$ cat src/rtl/mgw_pkg.sv
package mgw_pkg;

   typedef enum logic [3:0] {
      S_IDLE,
      S_RD_SW,
      S_RD_SETUP,
      S_RD_WAIT,
      S_RD_ROW,
      S_RD_COL,
      S_RD_DATA,
      S_WR_MOD,
      S_WR_ROW,
      S_WR_COL,
      S_WR_NET,
      S_WR_ACK,
      S_WR_DATA,
      S_ABORT
   } gw_state_t;

   typedef enum logic [1:0] {
      CMD_NONE = 2'd0,
      CMD_ROW  = 2'd1,
      CMD_RD   = 2'd2,
      CMD_WR   = 2'd3
   } gw_cmd_t;

endpackage

$ cat src/rtl/mgw_req_reg.sv
// Holds the fields of the accepted request for the life of the transaction.
module mgw_req_reg #(
   parameter int ROW_W = 14,
   parameter int COL_W = 10,
   parameter int LEN_W = 6,
   parameter int SRC_W = 6
) (
   input  logic             clk,
   input  logic             rst_n,
   input  logic             load,
   input  logic [ROW_W-1:0] in_row,
   input  logic [COL_W-1:0] in_col,
   input  logic [LEN_W-1:0] in_len,
   input  logic [SRC_W-1:0] in_src,
   output logic [ROW_W-1:0] row,
   output logic [COL_W-1:0] col,
   output logic [LEN_W-1:0] len,
   output logic [SRC_W-1:0] src
);

   always_ff @(posedge clk) begin
      if (!rst_n) begin
         row <= '0;
         col <= '0;
         len <= '0;
         src <= '0;
      end else if (load) begin
         row <= in_row;
         col <= in_col;
         len <= in_len;
         src <= in_src;
      end
   end

endmodule

$ cat src/rtl/mgw_timer.sv
// Loadable down counter shared by the acknowledgement window and the read data phase.
module mgw_timer #(
   parameter int W = 9
) (
   input  logic         clk,
   input  logic         rst_n,
   input  logic         load,
   input  logic [W-1:0] load_val,
   input  logic         dec,
   output logic         last
);

   logic [W-1:0] cnt;

   always_ff @(posedge clk) begin
      if (!rst_n) begin
         cnt <= '0;
      end else if (load) begin
         cnt <= load_val;
      end else if (dec && (cnt != '0)) begin
         cnt <= cnt - W'(1);
      end
   end

   assign last = (cnt <= W'(1));

endmodule

$ cat src/rtl/mgw_fsm.sv
// Transaction sequencer: all handshake, switch and command strobes decode the state.
module mgw_fsm
   import mgw_pkg::*;
(
   input  logic    clk,
   input  logic    rst_n,
   input  logic    req_valid,
   input  logic    req_write,
   input  logic    ack_in,
   input  logic    teardown_in,
   input  logic    tmr_last,
   output logic    accept,
   output logic    idle,
   output logic    tmr_load_wait,
   output logic    tmr_load_data,
   output logic    tmr_dec,
   output logic    sw_mod2mem,
   output logic    sw_mem2net,
   output logic    sw_net2mem,
   output logic    setup_valid,
   output logic    ack_out,
   output logic    abort_o,
   output logic    cmd_valid,
   output gw_cmd_t cmd_kind
);

   gw_state_t state, state_nx;

   always_ff @(posedge clk) begin
      if (!rst_n) state <= S_IDLE;
      else        state <= state_nx;
   end

   always_comb begin
      state_nx = state;
      unique case (state)
         S_IDLE:     if (req_valid) state_nx = req_write ? S_WR_MOD : S_RD_SW;
         S_RD_SW:    state_nx = S_RD_SETUP;
         S_RD_SETUP: state_nx = S_RD_WAIT;
         S_RD_WAIT: begin
            if (ack_in)        state_nx = S_RD_ROW;
            else if (tmr_last) state_nx = S_ABORT;
         end
         S_RD_ROW:   state_nx = S_RD_COL;
         S_RD_COL:   state_nx = S_RD_DATA;
         S_RD_DATA:  if (tmr_last) state_nx = S_IDLE;
         S_WR_MOD:   state_nx = S_WR_ROW;
         S_WR_ROW:   state_nx = S_WR_COL;
         S_WR_COL:   state_nx = S_WR_NET;
         S_WR_NET:   state_nx = S_WR_ACK;
         S_WR_ACK:   state_nx = S_WR_DATA;
         S_WR_DATA:  if (teardown_in) state_nx = S_IDLE;
         S_ABORT:    state_nx = S_IDLE;
         default:    state_nx = S_IDLE;
      endcase
   end

   assign idle          = (state == S_IDLE);
   assign accept        = idle && req_valid;
   assign tmr_load_wait = (state == S_RD_SETUP);
   assign tmr_load_data = (state == S_RD_COL);
   assign tmr_dec       = (state == S_RD_WAIT) || (state == S_RD_DATA);

   always_comb begin
      sw_mod2mem  = 1'b0;
      sw_mem2net  = 1'b0;
      sw_net2mem  = 1'b0;
      setup_valid = 1'b0;
      ack_out     = 1'b0;
      abort_o     = 1'b0;
      cmd_valid   = 1'b0;
      cmd_kind    = CMD_NONE;
      unique case (state)
         S_RD_SW, S_RD_WAIT: begin
            sw_mod2mem = 1'b1;
            sw_mem2net = 1'b1;
         end
         S_RD_SETUP: begin
            sw_mod2mem  = 1'b1;
            sw_mem2net  = 1'b1;
            setup_valid = 1'b1;
         end
         S_RD_ROW: begin
            sw_mod2mem = 1'b1;
            sw_mem2net = 1'b1;
            cmd_valid  = 1'b1;
            cmd_kind   = CMD_ROW;
         end
         S_RD_COL: begin
            sw_mod2mem = 1'b1;
            sw_mem2net = 1'b1;
            cmd_valid  = 1'b1;
            cmd_kind   = CMD_RD;
         end
         S_RD_DATA: sw_mem2net = 1'b1;
         S_WR_MOD:  sw_mod2mem = 1'b1;
         S_WR_ROW: begin
            sw_mod2mem = 1'b1;
            cmd_valid  = 1'b1;
            cmd_kind   = CMD_ROW;
         end
         S_WR_COL: begin
            sw_mod2mem = 1'b1;
            cmd_valid  = 1'b1;
            cmd_kind   = CMD_WR;
         end
         S_WR_NET, S_WR_DATA: sw_net2mem = 1'b1;
         S_WR_ACK: begin
            sw_net2mem = 1'b1;
            ack_out    = 1'b1;
         end
         S_ABORT: abort_o = 1'b1;
         default: ;
      endcase
   end

endmodule

$ cat src/rtl/mgw_seq.sv
// Memory gateway sequencer top: request capture, shared timer and state machine.
module mgw_seq
   import mgw_pkg::*;
#(
   parameter int ROW_W    = 14,
   parameter int COL_W    = 10,
   parameter int LEN_W    = 6,
   parameter int SRC_W    = 6,
   parameter int TO_W     = 8,
   parameter int BEAT_CYC = 4,
   parameter int CL_CYC   = 10,
   localparam int ADDR_W  = ROW_W + COL_W,
   localparam int CMD_W   = (ROW_W > COL_W) ? ROW_W : COL_W
) (
   input  logic              clk,
   input  logic              rst_n,
   input  logic              req_valid,
   output logic              req_ready,
   input  logic              req_write,
   input  logic [ADDR_W-1:0] req_addr,
   input  logic [LEN_W-1:0]  req_len,
   input  logic [SRC_W-1:0]  req_src,
   input  logic [TO_W-1:0]   to_limit,
   output logic              sw_mod2mem,
   output logic              sw_mem2net,
   output logic              sw_net2mem,
   output logic              setup_valid,
   input  logic              ack_in,
   output logic              ack_out,
   input  logic              teardown_in,
   output logic [SRC_W-1:0]  peer_id,
   output logic              cmd_valid,
   output logic [1:0]        cmd_kind,
   output logic [CMD_W-1:0]  cmd_addr,
   output logic              abort_o
);

   localparam int DUR_MAX = CL_CYC + ((1 << LEN_W) - 1) * BEAT_CYC;
   localparam int DUR_W   = $clog2(DUR_MAX + 1);
   localparam int TMR_W   = (DUR_W > TO_W) ? DUR_W : TO_W;

   // Elaboration-time parameter checks
   if (ROW_W < 1 || COL_W < 1) begin : g_bad_addr
      $error("mgw_seq: ROW_W and COL_W must be at least 1");
   end
   if (BEAT_CYC < 1) begin : g_bad_beat
      $error("mgw_seq: BEAT_CYC must be at least 1");
   end
   if (CL_CYC < 1) begin : g_bad_cl
      $error("mgw_seq: CL_CYC must be at least 1");
   end
   if (LEN_W < 1 || LEN_W > 16 || TO_W < 1 || SRC_W < 1) begin : g_bad_width
      $error("mgw_seq: LEN_W, TO_W, SRC_W out of range");
   end

   logic             accept, idle;
   logic             tmr_load_wait, tmr_load_data, tmr_dec, tmr_last;
   logic [ROW_W-1:0] h_row;
   logic [COL_W-1:0] h_col;
   logic [LEN_W-1:0] h_len;
   logic [SRC_W-1:0] h_src;
   logic [TMR_W-1:0] wait_val, data_val, tmr_val;
   logic [CMD_W-1:0] row_x, col_x;
   gw_cmd_t          kind;

   mgw_req_reg #(
      .ROW_W(ROW_W), .COL_W(COL_W), .LEN_W(LEN_W), .SRC_W(SRC_W)
   ) u_req (
      .clk    (clk),
      .rst_n  (rst_n),
      .load   (accept),
      .in_row (req_addr[ADDR_W-1:COL_W]),
      .in_col (req_addr[COL_W-1:0]),
      .in_len (req_len),
      .in_src (req_src),
      .row    (h_row),
      .col    (h_col),
      .len    (h_len),
      .src    (h_src)
   );

   // Window of at least one cycle; data time = latency + beats * beat time
   assign wait_val = (to_limit == '0) ? TMR_W'(1) : TMR_W'(to_limit);
   assign data_val = TMR_W'(CL_CYC) + TMR_W'(h_len) * TMR_W'(BEAT_CYC);
   assign tmr_val  = tmr_load_wait ? wait_val : data_val;

   mgw_timer #(.W(TMR_W)) u_tmr (
      .clk      (clk),
      .rst_n    (rst_n),
      .load     (tmr_load_wait || tmr_load_data),
      .load_val (tmr_val),
      .dec      (tmr_dec),
      .last     (tmr_last)
   );

   mgw_fsm u_fsm (
      .clk           (clk),
      .rst_n         (rst_n),
      .req_valid     (req_valid),
      .req_write     (req_write),
      .ack_in        (ack_in),
      .teardown_in   (teardown_in),
      .tmr_last      (tmr_last),
      .accept        (accept),
      .idle          (idle),
      .tmr_load_wait (tmr_load_wait),
      .tmr_load_data (tmr_load_data),
      .tmr_dec       (tmr_dec),
      .sw_mod2mem    (sw_mod2mem),
      .sw_mem2net    (sw_mem2net),
      .sw_net2mem    (sw_net2mem),
      .setup_valid   (setup_valid),
      .ack_out       (ack_out),
      .abort_o       (abort_o),
      .cmd_valid     (cmd_valid),
      .cmd_kind      (kind)
   );

   // Align row and column to the common command bus width
   if (ROW_W == COL_W) begin : g_addr_eq
      assign row_x = h_row;
      assign col_x = h_col;
   end else if (ROW_W > COL_W) begin : g_addr_row_wide
      assign row_x = h_row;
      assign col_x = {{(CMD_W-COL_W){1'b0}}, h_col};
   end else begin : g_addr_col_wide
      assign row_x = {{(CMD_W-ROW_W){1'b0}}, h_row};
      assign col_x = h_col;
   end

   assign req_ready = idle;
   assign peer_id   = h_src;
   assign cmd_kind  = kind;
   assign cmd_addr  = !cmd_valid        ? '0    :
                      (kind == CMD_ROW) ? row_x : col_x;

endmodule

$ cat config.mk
export PLATFORM = sky130hd
export DESIGN_NAME = mgw_seq
export DESIGN_NICKNAME = d
export VERILOG_FILES = /design/src/rtl/mgw_pkg.sv /design/src/rtl/mgw_req_reg.sv /design/src/rtl/mgw_timer.sv /design/src/rtl/mgw_fsm.sv /design/src/rtl/mgw_seq.sv
export SDC_FILE = /design/constraint.sdc
export NUM_CORES = 1
export LEC_CHECK = 0
export ABC_AREA = 1
export CAP_MARGIN = 20
export CORE_MARGIN = 8
export CORE_UTILIZATION = 51
export CTS_CLUSTER_DIAMETER = 120
export DETAILED_ROUTE_END_ITERATION = 10
export PLACE_DENSITY = 0.94
export SLEW_MARGIN = 0
export SYNTH_ARGS = -nofsm -noshare
export SYNTH_HDL_FRONTEND = slang
export SYNTH_SLANG_ARGS = --single-unit
$ cat constraint.sdc
create_clock -name clk -period 2.6 [get_ports clk]
set_clock_uncertainty 0.2 [all_clocks]
set_input_delay 0.52 -clock clk [delete_from_list [all_inputs] [get_ports clk]]
set_output_delay 0.52 -clock clk [all_outputs]
set_load 0.02 [all_outputs]
======== Word level (Yosys, flattened, before mapping) ========
Cells that the tools add are included.
Widths: inputs -> output; s select.
cells by class
  add/subtract/negate cells ............... 2
  magnitude comparators ................... 1
  equal/unequal tests ..................... 18
  mux-type cells .......................... 21
  reductions and logical operators ........ 14
operators by type and width
  cell                 number
  $pmux 4 s13          1
  $mux 14              2
  $mux 9               3
  $eq 4x4->1 const B   6
  $mux 4               5
  $eq 4x3->1 const B   4
  $add 4x8->9 const A  1
  $le 9x1->1 const B   1
  $reduce_bool 9->1    1
  $sub 9x1->9 const B  1
  $eq 4x2->1 const B   2
  $logic_not 8->1      1
  $mux 8               1
  $reduce_or 8->1      1
  $mux 1               7
  $ne 2x2->1 const B   3
  $pmux 2 s3           1
  $reduce_or 6->1      1
  $eq 4x1->1 const B   1
  $logic_not 4->1      1
  $reduce_and 4->1     1
  $reduce_or 4->1      1
  $mux 3               1
  $ne 3x3->1 const B   1
  other kinds (6)      8
storage, ports and cells
  bits in registers ....................... 49
  input port bits ......................... 50
  output and inout port bits .............. 30
  word-level logic and storage cells ...... 62

======== Longest topological paths before layout ========
Gate-level depths: netlist of the first run.
  depth in word-level cells ............... 6
  gate-level depth with buffers ........... 11
  depth with buffers taken out ............ 10

======== Cells and area by module ========
A second synthesis of the first run with hierarchy kept.
unflattened totals
  cell total of the unflattened synthesis .. 501
  area, all modules ....................... 3414.5 um^2
by module, submodules not included
  module       instances  cells an instance  area an instance (um^2)  seq. area each (um^2)
  mgw_req_reg  1          228                1818.0                   720.7
  mgw_timer    1          106                735.7                    180.2
  mgw_fsm      1          81                 447.9                    80.1
  mgw_seq      1          86                 412.9                    0.0

======== Worst setup path after synthesis of the first run ========
OpenSTA, ideal clock, no wires.
  path kind ............................... register to output
  start ................................... reg u_fsm.state[2]
  end ..................................... out cmd_addr[1]
  arrival ................................. 1.430 ns
  required time ........................... 1.880 ns
  path slack .............................. 0.450 ns
  stages on the path, launching flop included .. 8
  path buffers ............................ 1
  cells stage by stage .................... dfxtp_1 > inv_2 > nand2_2 > nand2_1 > nor2_1 > buf_2 > o21ai_0 > a21oi_1
between the ends
  elaborated cells on any way between the ends .. 11
  those cells by class .................... eq/ne: 5; mux: 4; reduce/logical: 2
RTL lines
  item                                             line            source
  from (decl)                                      mgw_fsm.sv:27   gw_state_t state, state_nx;
  from (signal assigned)                           mgw_fsm.sv:31   else state <= state_nx;
  $eq 4x3->1 / $eq 4x4->1 (equally long branches)  mgw_fsm.sv:73   unique case (state)
  $reduce_or 4->1 (no source line) (*)             -
  $mux 1 (*)                                       mgw_fsm.sv:73
  via cmd_valid                                    mgw_seq.sv:32   output logic cmd_valid,
  $mux 14 (*)                                      mgw_seq.sv:134  assign cmd_addr = !cmd_valid ? '0 :
  to (decl)                                        mgw_seq.sv:34   output logic [CMD_W-1:0] cmd_addr,
The timed path passes the listed nets; every way through them passes the cells marked *.

======== Final worst setup path of the first run ========
  start ................................... reg u_fsm.state[3]
  end ..................................... out req_ready
between the ends
  longest elaborated chain between the ends .. 1
RTL lines
  item             line           source
  $logic_not 4->1  mgw_fsm.sv:58  assign idle = (state == S_IDLE);
  to (decl)        mgw_seq.sv:18  output logic req_ready,
Every way passes these cells.

==> flow_metrics.tcl, run 1 <==
set metrics [dict create \
    status "completed" \
    hold_depth 2 \
    ys_ff_latch 49 \
    cp_cell_sequence "inv_2 -> nand2_2 -> buf_4 -> nor2_2 -> clkdlybuf4s50_1" \
    synth-edff-count 0 \
    clk_pin_slew_ns 0.09 \
    grt_max_degree 42 \
    synth_top_area_frac 0.3670 \
    final_antenna_net_count 0 \
    drtIter0Drc 215 \
    max_stage_delay_ns 0.66 \
    syn_area_um2 2673 \
    max-vdd-ir-drop_mv 0.6388 \
    synth_cell_types 26 \
    setup_viol 0 \
    firstDrtPassIters 5 \
    slowest_stage "clkdlybuf4s50_1" \
    powerDensity_nw_per_um2 1175 \
    num_antenna_cells 0 \
    synth_most_common_cell "nand2_1" \
    die_y_um 88.39 \
    yosysTopAreaCell "dfxtp_1" \
    cts-buffers-inserted 5 \
    wl_per_cell_um 14.02 \
    ys_warn_count 0 \
    clock_tree.root_cell "clkbuf_8" \
    cts_tree "built" \
    cp_max_fo 5 \
    via_count 2988 \
    via_per_inst 5.288 \
    synth_area_leaders "dfxtp_1, nand2_1, a21oi_1, nor2_1, nand3_1" \
    max_cap_violations 0 \
    final-instance-count-excl-fill 565 \
    hpwl_um 5910 \
    rsz0062_at_grt "false" \
    worstReg2RegEnd "u_req.col[7]" \
    portBuffers 79 \
    drive_above_1_share 0.09697 \
    ctsHoldBuffers 0 \
    fin_crit_ns 2.542 \
    start_util 0.5266 \
    min_to "u_req.col[5]" \
    async_flop_share 0 \
    r2r_slack_ns 0.44 \
    gr-total-overflow 0 \
    cts.sinks 49 \
    rows 26 \
    antenna_found_initial 0 \
    r2r-start "u_fsm.state[3]" \
    syn_nets 470 \
    clock_latency_ns 0.30 \
    ys.flop_type "dfxtp_1" \
    core_area_um2 5075 \
    slew_viol_final 0 \
    cts_setup_buffers 0 \
    drcViolationCount 0 \
    final.period_utilization 0.9776 \
    synth_common_cells "nand2_1, a21oi_1, nor2_1" \
    crit_required_ns 1.88 \
    nNetsFinal 547 \
    holdCritStartpoint "u_req.col[5]" \
    ios 80 \
    grt_pass1_wl_um 12880 \
    placedCellCount 557 \
    ff2ff_path_depth 9 \
    cp-end-kind "output pin" \
    gp_routability_congestion 0.9554 \
    leakage_nw 1.651 \
    crit_type "register to output pin" \
    die_w_um 88.39 \
    final-hold-violation-count 0 \
    cp_top_family "buffers and inverters" \
    postSynthAreaPerCell_um2 6.409 \
    area_growth_pct 36.14 \
    grt_use_total 0.2054 \
    critPathLaunchType "register" \
    hp-class "register to register" \
    die_area_um2 7813 \
    critical_path_arrival_ns 1.82 \
    worst_pin_slew_ns 0.2829 \
    ys_seq_area_frac 0.3670 \
    tns_ns 0 \
    cts_buffer_depth 2 \
    path_buf_inv 3 \
    grt_pass1_vias 2740 \
    routed_wirelength_um 7923 \
    h-tree-depth 2 \
    max_slew_margin 0.8114 \
    fmax_mhz 393.4 \
    synth_cells 417 \
]
-- registers in the layout (all words and copies together) (netlist names) --
signal       count
u_tmr.cnt        9
u_req.col       10
u_req.len        6
u_req.src        6
u_fsm.state      4
u_req.row       14
-- worst min-delay path, cell delays in order, from the launching register on --
cell,delay (ns)
dfxtp_1,0.31
inv_1,0.06
a21oi_1,0.05
-- cell type report --
type / instances / area (um^2)
fill: 407 / 1436
multi-input combinational: 296 / 1399
sequential: 49 / 983.4
timing repair buffer: 90 / 857.1
inverter: 52 / 195.2
tap: 70 / 87.58
clock buffer: 7 / 86.33
clock inverter: 1 / 30.03
-- where the power goes --
part	switching [mW]	total [mW]	leakage, nW	internal (mW)
clock network	0.248	0.562	0.0585	0.314
registers	0.157	1.15	0.403	0.997
logic	1.61	2.56	1.19	0.950
total	2.02	4.28	1.65	2.26
-- placed cells by master (no fill, tap or decap), drive strengths merged, types with 3 or more instances in the layout --
master         synthesis  final
dfxtp                 49     49
o21ai                 46     46
nor2                  55     55
a21oi                 57     57
clkbuf                 8     13
nand3b                 3      3
dlygate4sd2            0      6
dlymetal6s2s           0      4
buf                   12     14
clkdlybuf4s50          0     59
nand3                 35     35
inv                   51     51
nand4                  4      4
nand2                 90     90
ha                     3      3
-- per-stage QoR --
step	setup slack, ns	utilization	instance area, um^2	hold slack [ns]	power (mW)
final	0.05817	0.7170	3638	0.2559	4.277
after global routing	0.01083	0.7170	3638	0.2812	4.633
after CTS	0.003481	0.7231	3670	0.2598	4.288
after detailed placement	0.004802	0.7017	3561	0.2464	3.751
after global placement	0.1181	0.7017	3561	0.2399	3.666
after floorplan	0.4503	-	2673	0.2254	2.919
-- worst max path at each step --
stage,slack [ns],end,depth (start not counted),from
after floorplan,0.45,cmd_addr[1],7,u_fsm.state[2]
after global placement,0.12,cmd_addr[1],8,u_fsm.state[2]
after detailed placement,0.005,cmd_addr[3],8,u_fsm.state[3]
after CTS,0.003,cmd_addr[3],8,u_fsm.state[3]
after global routing,0.01,req_ready,5,u_fsm.state[3]
final,0.06,req_ready,5,u_fsm.state[3]
-- cells by family after synthesis --
group / synth area share
and+or+nand+nor: 0.3071
buffers and inverters: 0.1095
xor gates and xnor gates: 0.003278
DFF: 0.3670
adders and majority gates: 0.01405
AOI/OAI and AO/OA: 0.1990
-- layer usage --
layer	GRT usage	wire, um
met2	0.3401	3679
met1	0.2462	3434
met4	0.03994	70
met3	0.07892	739
met5	0	0
-- timing repair --
action,4_1_cts,5_1_grt
gates cloned,0,0
setup endpoints to repair,16,16
gates resized for setup,26,19
Power figures use the tool's default switching activity.
==> run 2, diff against run 1 <==
Settings changed: CORE_MARGIN 8 to default.
==> flow_metrics.tcl, run 2 (synthesis gave the netlist of run 1 again) <==
set metrics [dict create \
    status "completed" \
    gp_routability_congestion 0.9607 \
    ctsHoldBuffers 0 \
    cts.sinks 49 \
    core_area_um2 4880 \
    hold_ws_ns 0.2615 \
    max-vdd-ir-drop_mv 0.7217 \
    max_slew_margin 0.5462 \
    die_w_um 74.39 \
    hpwl_um 5676 \
    r2r-start "u_fsm.state[1]" \
    seq_area_um2 983.4 \
    fin_crit_ns 2.511 \
    ios 80 \
    post-route-util 0.7441 \
    die_area_um2 5534 \
    max_cap_violations 0 \
    r2r_slack_ns 0.48 \
    via_per_inst 5.388 \
    nNetsFinal 547 \
    grt_pass1_vias 2870 \
    power_mw 4.298 \
    cts-buffers-inserted 5 \
    drcViolationCount 0 \
    die_y_um 74.39 \
    critical_path_arrival_ns 1.79 \
    clk_pin_slew_ns 0.08 \
    slew_viol_final 0 \
    grt_use_total 0.2968 \
    final_antenna_net_count 0 \
    final_common_cell "nand2_1" \
    gr-total-overflow 0 \
    critPathLaunchType "register" \
    post-place-ws_ns 0.003026 \
    powerDensity_nw_per_um2 1184 \
    clock_tree.root_cell "clkbuf_8" \
    min_to "u_req.row[4]" \
    drtIter0Drc 185 \
    wl_per_cell_um 13.39 \
    num_antenna_cells 0 \
    setup_viol 0 \
    worst_pin_slew_ns 0.6800 \
    grt_pass1_wl_um 12700 \
    final.period_utilization 0.9656 \
    portBuffers 79 \
    rows 25 \
    start_util 0.5477 \
    area_growth_pct 35.86 \
    clock_latency_ns 0.30 \
    leakage_nw 1.617 \
    hp-class "register to register" \
    antenna_found_initial 0 \
    crit_type "register to output pin" \
    firstDrtPassIters 5 \
    cp_max_fo 8 \
    rsz0062_at_grt "false" \
    layout_common_cells "nand2_1, clkdlybuf4s50_1, a21oi_1, nor2_1, dfxtp_1" \
    ff2ff_path_depth 9 \
    tns_ns 0 \
    reg_top3 "u_req.row: 14 flops, u_req.col: 10 flops, u_tmr.cnt: 9 flops" \
    multi_input_area_um2 1406 \
    grt_max_degree 39 \
    via_count 3028 \
    largest_reg_flops 14 \
    cts_buffer_depth 2 \
    drive_above_1_share 0.1030 \
    fmax_mhz 398.3 \
    final-hold-violation-count 0 \
    worstReg2RegEnd "u_req.len[5]" \
    num-fill-cells 407 \
    holdCritStartpoint "u_req.row[4]" \
    routed_wirelength_um 7524 \
    top_register "u_req.row" \
    crit_required_ns 1.88 \
    h-tree-depth 2 \
    layout_setup_ws_ns 0.08934 \
    cts_tree "built" \
    cp-end-kind "output pin" \
    hold_depth 2 \
]
[run 2: cell types whose count changed in the layout (fill, tap and decap cells not counted), sizes merged]
cell           change
clkbuf             +1
clkdlybuf4s15      -1
clkdlybuf4s50      +2
dlymetal6s2s       -2
[run 2: worst max path at each step]
stage | from | end | slack, ns | cells past startpoint
3_3_place_gp | u_fsm.state[2] | cmd_addr[4] | 0.09 | 8
4_1_cts | u_fsm.state[3] | cmd_addr[4] | 0.005 | 8
6_report | u_fsm.state[1] | sw_net2mem | 0.09 | 5
3_5_place_dp | u_fsm.state[2] | cmd_addr[4] | 0.003 | 8
2_1_floorplan | u_fsm.state[2] | cmd_addr[1] | 0.45 | 7
5_1_grt | u_fsm.state[2] | cmd_addr[4] | 0.005 | 8
[run 2: area by class of cell]
| type | instances | share of cell area |
|---|---|---|
| Tap cell | 67 | 0.02309 |
| Clock buffer | 7 | 0.02378 |
| Sequential cell | 49 | 0.2708 |
| Timing Repair Buffer | 90 | 0.2329 |
| Multi-Input combinational cell | 296 | 0.3873 |
| Clock inverter | 1 | 0.008270 |
| Inverter | 52 | 0.05376 |
[run 2: metrics by stage]
step           instances  cell area, um^2
2_1_floorplan        417             2673
3_3_place_gp         554             3557
3_5_place_dp         554             3557
4_1_cts              562             3666
5_1_grt              562             3631
6_report             562             3631
[run 2: layer usage]
layer  vias to the layer above  share of wire  track usage  wire [um]
met1                      1373           0.42       0.3603       3146
met3                        23          0.079      0.07046        597
met5                         -              0            0          0
met4                         0          0.030       0.1258        225
li1                       1500              -            -          -
met2                       132           0.47       0.5015       3554
[run 2: worst max-delay path, cell delays in order (launching register included)]
cell and delay [ns]:
dfxtp_1 0.33, buf_4 0.17, inv_2 0.07, nand2_1 0.10, o21ai_0 0.20, clkdlybuf4s50_1 0.63
[run 2: where the power goes]
group          switching, mW  internal [mW]
Combinational           1.61          0.960
Clock                  0.246          0.314
Sequential             0.170          0.997
[run 2: what timing repair did]
action,in CTS,in global routing
endpoints found under the setup margin,16,14
gates cloned,0,0
resized for setup,26,20
setup buffers,0,0
pin swaps,0,1
